`src/rtl/txsel_pkg.sv`:
```
package txsel_pkg;
  localparam int STAT_RDY_BIT  = 0;
  localparam int STAT_LAST_BIT = 1;
  localparam int STAT_IRQ_BIT  = 2;

  localparam logic [1:0] ADDR_STAT = 2'd0;
  localparam logic [1:0] ADDR_LEN  = 2'd1;
  localparam logic [1:0] ADDR_PTR  = 2'd2;

  typedef enum logic [1:0] {
    ST_IDLE     = 2'd0,
    ST_BUSY_PRI = 2'd1,
    ST_BUSY_Q   = 2'd2
  } selState_t;

  typedef struct packed {
    logic launchPri;
    logic launchQ;
    logic clrRdy;
  } selStrobe_t;
endpackage

```
`src/rtl/txsel_dp.sv`:
```
module txsel_dp
  import txsel_pkg::*;
#(
  parameter int DATA_W = 32,
  parameter int LEN_W  = 16,
  parameter int PTR_W  = 32
) (
  input  logic              clk,
  input  logic              rstN,
  input  logic              regWrEn,
  input  logic [1:0]        regAddr,
  input  logic [DATA_W-1:0] regWrData,
  input  selStrobe_t        strobe,
  output logic              descRdy,
  output logic              descLast,
  output logic              descIrq,
  output logic [LEN_W-1:0]  curLen,
  output logic [PTR_W-1:0]  curPtr
);
  logic [LEN_W-1:0] descLen;
  logic [PTR_W-1:0] descPtr;
  logic wrStat, wrLen, wrPtr;

  assign wrStat = regWrEn && (regAddr == ADDR_STAT);
  assign wrLen  = regWrEn && (regAddr == ADDR_LEN);
  assign wrPtr  = regWrEn && (regAddr == ADDR_PTR);

  always_ff @(posedge clk) begin
    if (!rstN) begin
      descRdy  <= 1'b0;
      descLast <= 1'b0;
      descIrq  <= 1'b0;
      descLen  <= '0;
      descPtr  <= '0;
    end else begin
      if (wrStat) begin
        descRdy  <= regWrData[STAT_RDY_BIT];
        descLast <= regWrData[STAT_LAST_BIT];
        descIrq  <= regWrData[STAT_IRQ_BIT];
      end else if (strobe.clrRdy) begin
        descRdy <= 1'b0;
      end
      if (wrLen) descLen <= regWrData[LEN_W-1:0];
      if (wrPtr) descPtr <= regWrData[PTR_W-1:0];
    end
  end

  // Launch registers hold the frame parameters for the whole frame.
  logic [LEN_W-1:0] launchLen;
  logic [PTR_W-1:0] launchPtr;
  always_ff @(posedge clk) begin
    if (!rstN) begin
      launchLen <= '0;
      launchPtr <= '0;
    end else if (strobe.launchPri) begin
      launchLen <= descLen;
      launchPtr <= descPtr;
    end else if (strobe.launchQ) begin
      launchLen <= '0;
      launchPtr <= '0;
    end
  end

  // During the launch cycle present the descriptor directly.
  assign curLen = strobe.launchPri ? descLen : (strobe.launchQ ? '0 : launchLen);
  assign curPtr = strobe.launchPri ? descPtr : (strobe.launchQ ? '0 : launchPtr);

  // a hardware clear without a competing status write leaves ready low
  a_r6_rdy_cleared: assert property (@(posedge clk) disable iff (!rstN)
    (strobe.clrRdy && !wrStat) |=> !descRdy);

  // between launches the presented parameters do not move
  a_r9_launch_stable: assert property (@(posedge clk) disable iff (!rstN)
    (!strobe.launchPri && !strobe.launchQ && !$past(strobe.launchPri) && !$past(strobe.launchQ))
      |-> $stable(curLen) && $stable(curPtr));
endmodule

```
`src/rtl/txsel_ctrl.sv`:
```
module txsel_ctrl
  import txsel_pkg::*;
(
  input  logic       clk,
  input  logic       rstN,
  input  logic       txIdle,
  input  logic       qReq,
  input  logic       frameDone,
  input  logic       descRdy,
  input  logic       descLast,
  input  logic       descIrq,
  output selStrobe_t strobe,
  output logic       qGrant,
  output logic       frameStart,
  output logic       frameSel,
  output logic       txDoneEvt,
  output logic       badDescEvt
);
  selState_t state, stateNxt;
  logic irqLatched;
  logic atBoundary;

  assign atBoundary = (state == ST_IDLE) && txIdle;

  always_comb begin
    strobe     = '0;
    stateNxt   = state;
    badDescEvt = 1'b0;
    txDoneEvt  = 1'b0;
    case (state)
      ST_IDLE: begin
        if (atBoundary) begin
          if (descRdy && descLast) begin
            strobe.launchPri = 1'b1;
            stateNxt         = ST_BUSY_PRI;
          end else if (descRdy) begin
            strobe.clrRdy = 1'b1;
            badDescEvt    = 1'b1;
          end else if (qReq) begin
            strobe.launchQ = 1'b1;
            stateNxt       = ST_BUSY_Q;
          end
        end
      end
      ST_BUSY_PRI: begin
        if (frameDone) begin
          strobe.clrRdy = 1'b1;
          txDoneEvt     = irqLatched;
          stateNxt      = ST_IDLE;
        end
      end
      ST_BUSY_Q: begin
        if (frameDone) stateNxt = ST_IDLE;
      end
      default: stateNxt = ST_IDLE;
    endcase
  end

  assign frameStart = strobe.launchPri || strobe.launchQ;
  assign frameSel   = strobe.launchPri || (state == ST_BUSY_PRI);
  assign qGrant     = strobe.launchQ;

  always_ff @(posedge clk) begin
    if (!rstN) begin
      state      <= ST_IDLE;
      irqLatched <= 1'b0;
    end else begin
      state <= stateNxt;
      if (strobe.launchPri) irqLatched <= descIrq;
    end
  end

  // launches happen only at an idle boundary
  a_r3_start_at_boundary: assert property (@(posedge clk) disable iff (!rstN)
    frameStart |-> (txIdle && state == ST_IDLE));
  // no second launch while a frame is in flight
  a_r3_no_start_busy: assert property (@(posedge clk) disable iff (!rstN)
    (frameStart && !frameDone) |=> !frameStart);
  // urgent launch never grants the queue
  a_r4_pri_no_grant: assert property (@(posedge clk) disable iff (!rstN)
    (frameStart && frameSel) |-> !qGrant);
  // queue grant coincides with a queue launch
  a_r5_grant_launch: assert property (@(posedge clk) disable iff (!rstN)
    qGrant |-> (frameStart && !frameSel));
  // completion event only on a frameDone
  a_r7_done_on_frame: assert property (@(posedge clk) disable iff (!rstN)
    txDoneEvt |-> frameDone);
  // a rejected descriptor never launches
  a_r8_bad_no_start: assert property (@(posedge clk) disable iff (!rstN)
    badDescEvt |-> !frameStart);
  // event outputs are single-cycle pulses
  a_r8_bad_pulse: assert property (@(posedge clk) disable iff (!rstN)
    badDescEvt |=> !badDescEvt);
endmodule

```
`src/rtl/txPrioSelect.sv`:
```
module txPrioSelect
  import txsel_pkg::*;
#(
  parameter int DATA_W = 32,
  parameter int LEN_W  = 16,
  parameter int PTR_W  = 32
) (
  input  logic              clk,
  input  logic              rstN,
  input  logic              regWrEn,
  input  logic [1:0]        regAddr,
  input  logic [DATA_W-1:0] regWrData,
  input  logic              qReq,
  output logic              qGrant,
  input  logic              txIdle,
  input  logic              frameDone,
  output logic              frameStart,
  output logic              frameSel,
  output logic [LEN_W-1:0]  frameLen,
  output logic [PTR_W-1:0]  framePtr,
  output logic              txDoneEvt,
  output logic              badDescEvt
);
  selStrobe_t strobe;
  logic descRdy, descLast, descIrq;

  txsel_ctrl u_ctrl (
    .clk(clk), .rstN(rstN), .txIdle(txIdle), .qReq(qReq), .frameDone(frameDone),
    .descRdy(descRdy), .descLast(descLast), .descIrq(descIrq), .strobe(strobe),
    .qGrant(qGrant), .frameStart(frameStart), .frameSel(frameSel),
    .txDoneEvt(txDoneEvt), .badDescEvt(badDescEvt)
  );

  txsel_dp #(.DATA_W(DATA_W), .LEN_W(LEN_W), .PTR_W(PTR_W)) u_dp (
    .clk(clk), .rstN(rstN), .regWrEn(regWrEn), .regAddr(regAddr),
    .regWrData(regWrData), .strobe(strobe), .descRdy(descRdy),
    .descLast(descLast), .descIrq(descIrq), .curLen(frameLen), .curPtr(framePtr)
  );
endmodule

```
`config.mk`:
```
export PLATFORM = sky130hd
export DESIGN_NAME = txPrioSelect
export DESIGN_NICKNAME = d
export VERILOG_FILES = /design/src/rtl/txsel_pkg.sv /design/src/rtl/txsel_dp.sv /design/src/rtl/txsel_ctrl.sv /design/src/rtl/txPrioSelect.sv
export SDC_FILE = /design/constraint.sdc
export NUM_CORES = 1
export LEC_CHECK = 0
export ABC_CLOCK_PERIOD_IN_PS = 2130
export BUFFER_PORTS_ARGS = -buffer_cell sky130_fd_sc_hd__buf_4
export CAP_MARGIN = 20
export CORE_MARGIN = 5
export CORE_UTILIZATION = 40
export CTS_CLUSTER_DIAMETER = 150
export CTS_CLUSTER_SIZE = 16
export DETAILED_ROUTE_END_ITERATION = 8
export GPL_TIMING_DRIVEN = 0
export PLACE_DENSITY = 0.59
export SKIP_LAST_GASP = 1
export SLEW_MARGIN = 30
export SYNTH_ARGS = -nofsm -noshare
export SYNTH_HDL_FRONTEND = slang
export SYNTH_SLANG_ARGS = --single-unit
```
`constraint.sdc`:
```
create_clock -name clk -period 2.13 [get_ports clk]
set_input_delay 0.5325 -clock clk [delete_from_list [all_inputs] [get_ports clk]]
set_output_delay 0.5325 -clock clk [all_outputs]
set_load 0.03 [all_outputs]
```
==> summary.md, run 1 <==
| Metric | Value |
|---|---|
| Die H | 109 µm |
| Power, Total | 0.00353 W |
| Std-Cell Rows | 36 |
| Failing checks | setup timing |
| GRT Overall Usage | 19.7% |
| Post-synth design cell area | 3940 µm² |
| Residual overflow from global routing | 0 |
| Number of antenna violations at the first check in global routing | 0 |
| Clk slew on worst S/H paths | 100 ps |
| Worst R2R Start | u_ctrl.state[1] |
| Wire length of the first global-routing pass | 18,400 µm |
| Final routed wirelength across all metal layers | 11,400 µm |
| Routed Antenna Nets | 0 |
| Most used standard cells in the synthesized netlist | 102 x sky130_fd_sc_hd__dfxtp_1, 99 x sky130_fd_sc_hd__nand2_1, 96 x sky130_fd_sc_hd__a22o_1, 48 x sky130_fd_sc_hd__a21oi_1, 25 x sky130_fd_sc_hd__clkbuf_1 |
| CTS tree | yes |
| Number of buffers on the longest clock path | 2 |
| Pre-antenna DRT Iters | 4 |
| Post-Syn Instances | 421 |
| Leak | 2.12 nW |
| Total of endpoints with negative setup slack in the final report | 50 |
| Count of routing violations after the opening detailed-route iteration | 167 |
| Outcome | finished with violations |
| Endpoint type of the worst setup path | output port |
| Area of the core | 9680 µm² |
| Library cell occupying the most area in the post-synthesis netlist | sky130_fd_sc_hd__dfxtp_1 |
| Setup tns final | -10,860 ps |
| Hold Buf Count CTS | 0 |
| Via count of the first global-routing pass | 3,542 |
| Minimum period implied by the final worst setup slack | 2390 ps |
| Via Count | 3,547 |
| Net Count, Synth | 463 |
| Residual DRC | 0 |
| FF-to-FF path depth | 8 |
| Via density | 5.32 |
| Slowest cell on the critical path | sky130_fd_sc_hd__dfxtp_2 |
| Clock Skew | 13.8 ps |
| Layout cell share with drive strength beyond 1 | 27.3% |
| Maximum number of pins on one net before global-route repair | 19 |
| Crit Path Class | register to output port |
| Critical Path Start | u_ctrl.state[1] |
| Maximum fanout along the worst path | 5 |
| Number of CTS-inserted buffers | 9 |
| Max-Cap Viols | 0 |
| Die width | 109 µm |
| RD Place Congestion | 0.851 |
| Area added between synthesis and finish | 33.1% |
| Setup slack of the most critical reg-to-reg path | 270 ps |
| Power Dens Cells | 674 nW/µm² |
| Top post-synthesis cells by area | sky130_fd_sc_hd__dfxtp_1 52%, sky130_fd_sc_hd__a22o_1 21%, sky130_fd_sc_hd__nand2_1 9.4% |
| Number of synthesized flops with an enable pin | 0 |
| Most common cell type on the critical path | sky130_fd_sc_hd__buf_8 |
| Highest attainable clock frequency | 418 MHz |
| Final hold vios | 0 |
| Area share of the largest cell type after synthesis | 51.9% |
| Dominant synthesized flop cell | sky130_fd_sc_hd__dfxtp_1 |
| Number of distinct standard cells referenced by the synthesized netlist | 31 |
| Hold WC Path Type | primary input to register |
| Number of levels in the clock H-tree | 3 |
| RSZ-0062 raised after global routing | true |
| Proportion of synthesized flip-flops having asynchronous set or reset | 0% |
| PortBufs | 92 |
| Initial Utilization | 40.6% |
| Data arrival time of the critical path | 1860 ps |
| Antenna diode count | 0 |
| I/O pins | 93 |
| Crit path cell chain | inv_2 -> ha_4 -> nand2_4 -> or2_4 -> buf_8 -> buf_8 -> a22o_1 -> buf_6 |
| Peak ir drop on the vdd network | 0.325 mV |
| Critical path destination | framePtr[26] |
| Final number of max-transition violations | 0 |
| Most used standard cell by instance count after synthesis | sky130_fd_sc_hd__dfxtp_1 |
| Post-synthesis average cell area | 9.35 µm² |
| Relative slew margins | 56.5% |
| Kind of launch point of the worst setup path | register |
| Die Outline Area | 11,900 µm² |
| Endpoint of the lowest-slack register-to-register path | u_dp.launchPtr[23] |
| Slew @ Worst Pin | 651 ps |
| Final period util | 112% |
| Clock sinks | 102 |
| Worst setup margin | -264 ps |
| Number of storage elements in the synthesis netlist | 102 |
| Nets | 571 |
| Portion of the post-synthesis area used by sequential elements | 51.9% |
| Delay contributed by the slowest stage of the critical path | 330 ps |
| Root cell of the clock tree | sky130_fd_sc_hd__clkbuf_8 |
| Routed length per placed instance | 17.1 µm |
| Later-pin clock latency in the skew report | 370 ps |
| Syn. warnings | 0 |
| WP data required | 1600 ps |
| Sum of net half-perimeters after detailed placement | 7970 µm |
## kinds of logic (layout without fill, tap and decap cells)
family | after synthesis | in the layout | synth area share (%)
fa+ha+maj | 2 | 2 | 0.636
buf+inv | 41 | 154 | 4.67
compound gates | 150 | 150 | 28.6
simple gates | 122 | 122 | 13.2
mux | 4 | 4 | 1.02
flops | 102 | 102 | 51.9
## sequential cells by signal, indices dropped and copies added, names as in the netlist
register,count
u_ctrl.irqLatched,1
u_dp.descLast,1
u_dp.descPtr,32
u_dp.launchLen,16
u_ctrl.state,2
u_dp.descIrq,1
u_dp.launchPtr,32
u_dp.descRdy,1
u_dp.descLen,16
## placed cells by master (no fill, tap or decap), types with 2 or more instances in the layout
cell type                  count
sky130_fd_sc_hd__inv_6         2
sky130_fd_sc_hd__nand2_1      98
sky130_fd_sc_hd__clkbuf_1     19
sky130_fd_sc_hd__clkbuf_8     13
sky130_fd_sc_hd__nand3b_1      2
sky130_fd_sc_hd__nor2_1        5
sky130_fd_sc_hd__nor3b_1       2
sky130_fd_sc_hd__buf_8         2
sky130_fd_sc_hd__inv_2         4
sky130_fd_sc_hd__mux2i_1       4
sky130_fd_sc_hd__buf_2         6
sky130_fd_sc_hd__a22o_1       96
sky130_fd_sc_hd__buf_4        81
sky130_fd_sc_hd__dfxtp_1      98
sky130_fd_sc_hd__o21a_1        2
sky130_fd_sc_hd__buf_6        20
sky130_fd_sc_hd__dfxtp_2       4
sky130_fd_sc_hd__a21oi_1      48
sky130_fd_sc_hd__nand3_1       2
sky130_fd_sc_hd__and3b_1       2
## worst min-delay path by stage
stage / startpoint / to / slack (ps) / depth (start not counted)
finish: regWrData[30] / u_dp.descPtr[30] / 410 / 3
global route: regWrData[24] / u_dp.descPtr[24] / 390 / 3
global placement: u_dp.launchPtr[27] / u_dp.launchPtr[27] / 460 / 1
detailed placement: u_dp.launchPtr[27] / u_dp.launchPtr[27] / 450 / 1
floorplan: u_dp.launchPtr[22] / u_dp.launchPtr[22] / 440 / 1
CTS: regWrData[23] / u_dp.descPtr[23] / 390 / 3
## timing repair
item	4_1_cts	5_1_grt
setup buffers	6	1
pin swaps	9	4
endpoints found under the setup margin	51	51
hold endpoints to repair	0	0
resized for setup	48	3
gates cloned	1	0
## cell type report
| class | instances | area [µm²] |
|---|---|---|
| repair buffers | 100 | 858 |
| fillers | 877 | 4450 |
| plain buffers | 34 | 209 |
| flip-flops and latches | 102 | 2050 |
| multi-input cells | 278 | 1740 |
| clock buffers | 9 | 124 |
| well taps | 133 | 166 |
| inverters | 4 | 15.0 |
| clock inverters | 7 | 80.1 |
## critical path, delay by kind of cell, from the launching register on
kind / cells / cell delay, ps
flops: 1 / 330
fa+ha+maj: 1 / 160
simple gates: 2 / 300
buf+inv: 4 / 480
compound gates: 1 / 220
## through the flow
| step | cells | hold WS (ps) | area (µm²) | setup WS [ps] | utilization (%) |
|---|---|---|---|---|---|
| finish | 667 | 409 | 5240 | -264 | 54.1 |
| global route | 667 | 385 | 5240 | -323 | 54.1 |
| CTS | 666 | 392 | 5220 | -273 | 53.9 |
| detailed placement | 646 | 455 | 4790 | -357 | 49.5 |
| global placement | 646 | 456 | 4790 | -366 | 49.5 |
| floorplan | 421 | 443 | 3940 | 48.0 | - |
## metal layers
metal | vias up | routed length [µm] | GRT usage [%]
li1 | 1721 | - | -
met1 | 1728 | 5430 | 27.4
met2 | 91 | 5270 | 31.1
met3 | 7 | 613 | 4.56
met4 | 0 | 74 | 4.72
met5 | - | 0 | 0
## where the power goes
group	internal, W	switching (W)	total (W)
clock	0.000560	0.000707	0.00127
combinational	0.000130	0.000168	0.000298
sequential	0.00194	0.0000254	0.00197
(Power assumes the default switching activity.)
==> inputs of run 2 (changes only) <==
--- a/config.mk
+++ b/config.mk
@@ -5,16 +5,18 @@
 export SDC_FILE = /design/constraint.sdc
 export NUM_CORES = 1
 export LEC_CHECK = 0
+export ABC_AREA = 1
 export ABC_CLOCK_PERIOD_IN_PS = 2130
 export BUFFER_PORTS_ARGS = -buffer_cell sky130_fd_sc_hd__buf_4
 export CAP_MARGIN = 20
+export CORE_ASPECT_RATIO = 1.75
 export CORE_MARGIN = 5
 export CORE_UTILIZATION = 40
 export CTS_CLUSTER_DIAMETER = 150
 export CTS_CLUSTER_SIZE = 16
 export DETAILED_ROUTE_END_ITERATION = 8
 export GPL_TIMING_DRIVEN = 0
-export PLACE_DENSITY = 0.59
+export PLACE_DENSITY = 0.6
 export SKIP_LAST_GASP = 1
 export SLEW_MARGIN = 30
 export SYNTH_ARGS = -nofsm -noshare
==> run 2 against run 1 <==
Against the previous run:
- the run still ends with setup timing left
- critical endpoint is now framePtr[10]
- sequential share of layout area is 5.0 points lower
- clock skew decreased by 8.9 ps
- total power up 14%
- flip-flop and latch count stayed put
- design area up 14%
- final cell count grew 17%
- count of clock-buffer cells in the layout is 5 higher
- via count grew 6.9%
- setup slack better by 57 ps
- core utilization rose by 9.3 points
- synthesized area down 2.1%
- die area is 1.3% lower
==> summary.md, run 2 <==
| Metric | Value |
|---|---|
| Outcome | finished with violations (unchanged) |
| Failing checks | setup timing (unchanged) |
| Top library cells by usage in the layout, fill and taps aside | 101 x sky130_fd_sc_hd__nor2_1, 100 x sky130_fd_sc_hd__dfxtp_1, 66 x sky130_fd_sc_hd__nand2_1 (was 98 x sky130_fd_sc_hd__nand2_1, 98 x sky130_fd_sc_hd__dfxtp_1, 96 x sky130_fd_sc_hd__a22o_1) |
| Power Dens Cells | 669 nW/µm² (was 674 nW/µm²) |
| Area share of the largest cell type after synthesis | 53.0% (was 51.9%) |
| Most used standard cells in the synthesized netlist | 154 x sky130_fd_sc_hd__nand2_1, 102 x sky130_fd_sc_hd__dfxtp_1, 101 x sky130_fd_sc_hd__nor2_1, 53 x sky130_fd_sc_hd__a21oi_1, 52 x sky130_fd_sc_hd__o21ai_0 (was 102 x sky130_fd_sc_hd__dfxtp_1, 99 x sky130_fd_sc_hd__nand2_1, 96 x sky130_fd_sc_hd__a22o_1, 48 x sky130_fd_sc_hd__a21oi_1, 25 x sky130_fd_sc_hd__clkbuf_1) |
| Initial Utilization | 40.7% (was 40.6%) |
| Peak ir drop on the vdd network | 0.535 mV (was 0.325 mV) |
| Slew @ Worst Pin | 600 ps (was 651 ps) |
| I/O pins | 93 (unchanged) |
| Relative slew margins | 60.0% (was 56.5%) |
| Clock sinks | 102 (unchanged) |
| Number of distinct standard cells referenced by the synthesized netlist | 24 (was 31) |
| Routed Antenna Nets | 0 (unchanged) |
| Later-pin clock latency in the skew report | 350 ps (was 370 ps) |
| Post-placement setup slack | -232 ps (was -357 ps) |
| Routed length per placed instance | 14.4 µm (was 17.1 µm) |
| Max-Cap Viols | 0 (unchanged) |
| Top post-synthesis cells by area | sky130_fd_sc_hd__dfxtp_1 53%, sky130_fd_sc_hd__nand2_1 15%, sky130_fd_sc_hd__nor2_1 9.8% (was sky130_fd_sc_hd__dfxtp_1 52%, sky130_fd_sc_hd__a22o_1 21%, sky130_fd_sc_hd__nand2_1 9.4%) |
| RD Place Congestion | 0.824 (was 0.851) |
| Maximum fanout along the worst path | 10 (was 5) |
| Slowest cell on the critical path | sky130_fd_sc_hd__dfxtp_2 (unchanged) |
| Delay contributed by the slowest stage of the critical path | 320 ps (was 330 ps) |
| Number of storage elements in the synthesis netlist | 102 (unchanged) |
| Crit Path Class | register to output port (unchanged) |
| Area of the core | 9470 µm² (was 9680 µm²) |
| Endpoint type of the worst setup path | output port (unchanged) |
| Crit path cell chain | inv_2 -> ha_4 -> nand2_4 -> nor2_4 -> nor2_4 -> buf_4 -> buf_12 -> nand2_2 -> nand2_1 -> buf_6 (was inv_2 -> ha_4 -> nand2_4 -> or2_4 -> buf_8 -> buf_8 -> a22o_1 -> buf_6) |
| Setup tns final | -8920 ps (was -10,860 ps) |
| RSZ-0062 raised after global routing | true (unchanged) |
| Via count of the first global-routing pass | 3,779 (was 3,542) |
| Final routed wirelength across all metal layers | 11,300 µm (was 11,400 µm) |
| GRT Overall Usage | 18.7% (was 19.7%) |
| Most common library cell in the layout ignoring fill and taps | sky130_fd_sc_hd__nor2_1 |
| Wire length of the first global-routing pass | 17,700 µm (was 18,400 µm) |
| Number of synthesized flops with an enable pin | 0 (unchanged) |
| Final number of max-transition violations | 0 (unchanged) |
| Die H | 140 µm (was 109 µm) |
| Maximum number of pins on one net before global-route repair | 16 (was 19) |
| Most common cell type on the critical path | sky130_fd_sc_hd__nor2_4 (was sky130_fd_sc_hd__buf_8) |
| Leak | 2.85 nW (was 2.12 nW) |
| Root cell of the clock tree | sky130_fd_sc_hd__clkbuf_16 (was sky130_fd_sc_hd__clkbuf_8) |
| Net Count, Synth | 566 (was 463) |
| Data arrival time of the critical path | 1800 ps (was 1860 ps) |
| Via density | 4.85 (was 5.32) |
| Most used standard cell by instance count after synthesis | sky130_fd_sc_hd__nand2_1 (was sky130_fd_sc_hd__dfxtp_1) |
| Syn. warnings | 0 (unchanged) |
| Die width | 84.2 µm (was 109 µm) |
| Portion of the post-synthesis area used by sequential elements | 53.0% (was 51.9%) |
| Number of antenna violations at the first check in global routing | 0 (unchanged) |
| Kind of launch point of the worst setup path | register (unchanged) |
| Antenna diode count | 0 (unchanged) |
| Std-Cell Rows | 47 (was 36) |
| Clock Skew | 4.88 ps (was 13.8 ps) |
| Number of levels in the clock H-tree | 3 (unchanged) |
| Pre-antenna DRT Iters | 4 (unchanged) |
| Hold WC Path Type | primary input to register (unchanged) |
| Post-synthesis average cell area | 7.35 µm² (was 9.35 µm²) |
| Number of buffers on the longest clock path | 2 (unchanged) |
| Sum of net half-perimeters after detailed placement | 7680 µm (was 7970 µm) |
| Nets | 697 (was 571) |
| Area added between synthesis and finish | 55.7% (was 33.1%) |
| Total of endpoints with negative setup slack in the final report | 50 (unchanged) |
| Placed instance area | 4690 µm² (was 4790 µm²) |
| Clk slew on worst S/H paths | 60 ps (was 100 ps) |
| Number of CTS-inserted buffers | 9 (unchanged) |
| Residual overflow from global routing | 0 (unchanged) |
| CTS tree | yes (unchanged) |
| Non-Filler Cell Area, Final | 6000 µm² (was 5240 µm²) |
| Minimum period implied by the final worst setup slack | 2340 ps (was 2390 ps) |
| Layout cell share with drive strength beyond 1 | 38.2% (was 27.3%) |
| Worst setup margin | -207 ps (was -264 ps) |
| Hold Buf Count CTS | 0 (unchanged) |
| PortBufs | 91 (was 92) |
| Power, Total | 0.00401 W (was 0.00353 W) |
| Registers with the highest flip-flop counts | u_dp.descPtr (32), u_dp.launchPtr (32) (unchanged) |
| Count of routing violations after the opening detailed-route iteration | 128 (was 167) |
| Die Outline Area | 11,800 µm² (was 11,900 µm²) |
| Dominant synthesized flop cell | sky130_fd_sc_hd__dfxtp_1 (unchanged) |
| Hold slack | 414 ps (was 409 ps) |
| Highest attainable clock frequency | 428 MHz (was 418 MHz) |
| Final period util | 110% (was 112%) |
| Post-synth design cell area | 3850 µm² (was 3940 µm²) |
| Post-Syn Instances | 524 (was 421) |
| Via Count | 3,790 (was 3,547) |
| WP data required | 1600 ps (about the same) |
| Final hold vios | 0 (unchanged) |
| Residual DRC | 0 (unchanged) |
| Proportion of synthesized flip-flops having asynchronous set or reset | 0% (unchanged) |
| Library cell occupying the most area in the post-synthesis netlist | sky130_fd_sc_hd__dfxtp_1 (unchanged) |
## run 2: where the power goes
group | switching, W | total, W | internal (W)
registers | 0.0000282 | 0.00199 | 0.00196
logic | 0.000229 | 0.000411 | 0.000182
clock network | 0.000690 | 0.00161 | 0.000921
## run 2: path summary, 6_finish.rpt
path | startpoint | to | slack, ps | depth (start not counted)
max | u_ctrl.state[0] | framePtr[10] | -210 | 10
min | regWrData[22] | u_dp.descPtr[22] | 410 | 3
max reg2reg | u_ctrl.state[1] | u_dp.launchPtr[0] | 560 | 10
min reg2reg | u_dp.launchPtr[9] | u_dp.launchPtr[9] | 460 | 2
## run 2: cell families (layout without fill, tap and decap cells)
family	Yosys count	in the layout	share of synthesized area, %
AND/OR/NAND/NOR	267	267	27.2
AO/OA/AOI/OAI	107	107	14.0
flip-flops	102	102	53.0
buffers and inverters	46	182	5.16
adder cells (fa/ha/maj)	2	2	0.649
## run 2: layout make-up
cell class	instances	area, µm²
flip-flops and latches	102	2040
clock inverters	2	13.8
clock buffers	14	284
repair buffers	121	1190
inverters	17	66.3
fillers	874	3470
multi-input cells	376	2040
well taps	122	153
plain buffers	28	205
## run 2: per-stage QoR
step	std cells	util (%)
final	782	63.4
after global routing	782	63.4
after global placement	737	49.6
after CTS	766	58.2
after detailed placement	737	49.6
after floorplan	524	-
## run 2: layer usage
metal | wire length [µm] | share of wire (%) | vias up | GRT usage [%]
met5 | 0 | 0 | - | 0
met4 | 316 | 2.8 | 0 | 9.07
met3 | 522 | 4.6 | 27 | 4.20
met2 | 6190 | 55 | 97 | 34.6
met1 | 4250 | 38 | 1741 | 19.5
li1 | - | - | 1925 | -
## run 2: repair_timing
item	4_1_cts	5_1_grt
pin swaps	10	14
cloned	3	2
gates resized for setup	119	101
setup endpoints to repair	50	50
buffers inserted	10	15
## run 2: critical path, delay by kind of cell (launching register included)
kind	cells	cell delay, ps
buffers and inverters	4	490
and+or+nand+nor	5	480
DFF	1	320
adders and majority gates	1	160
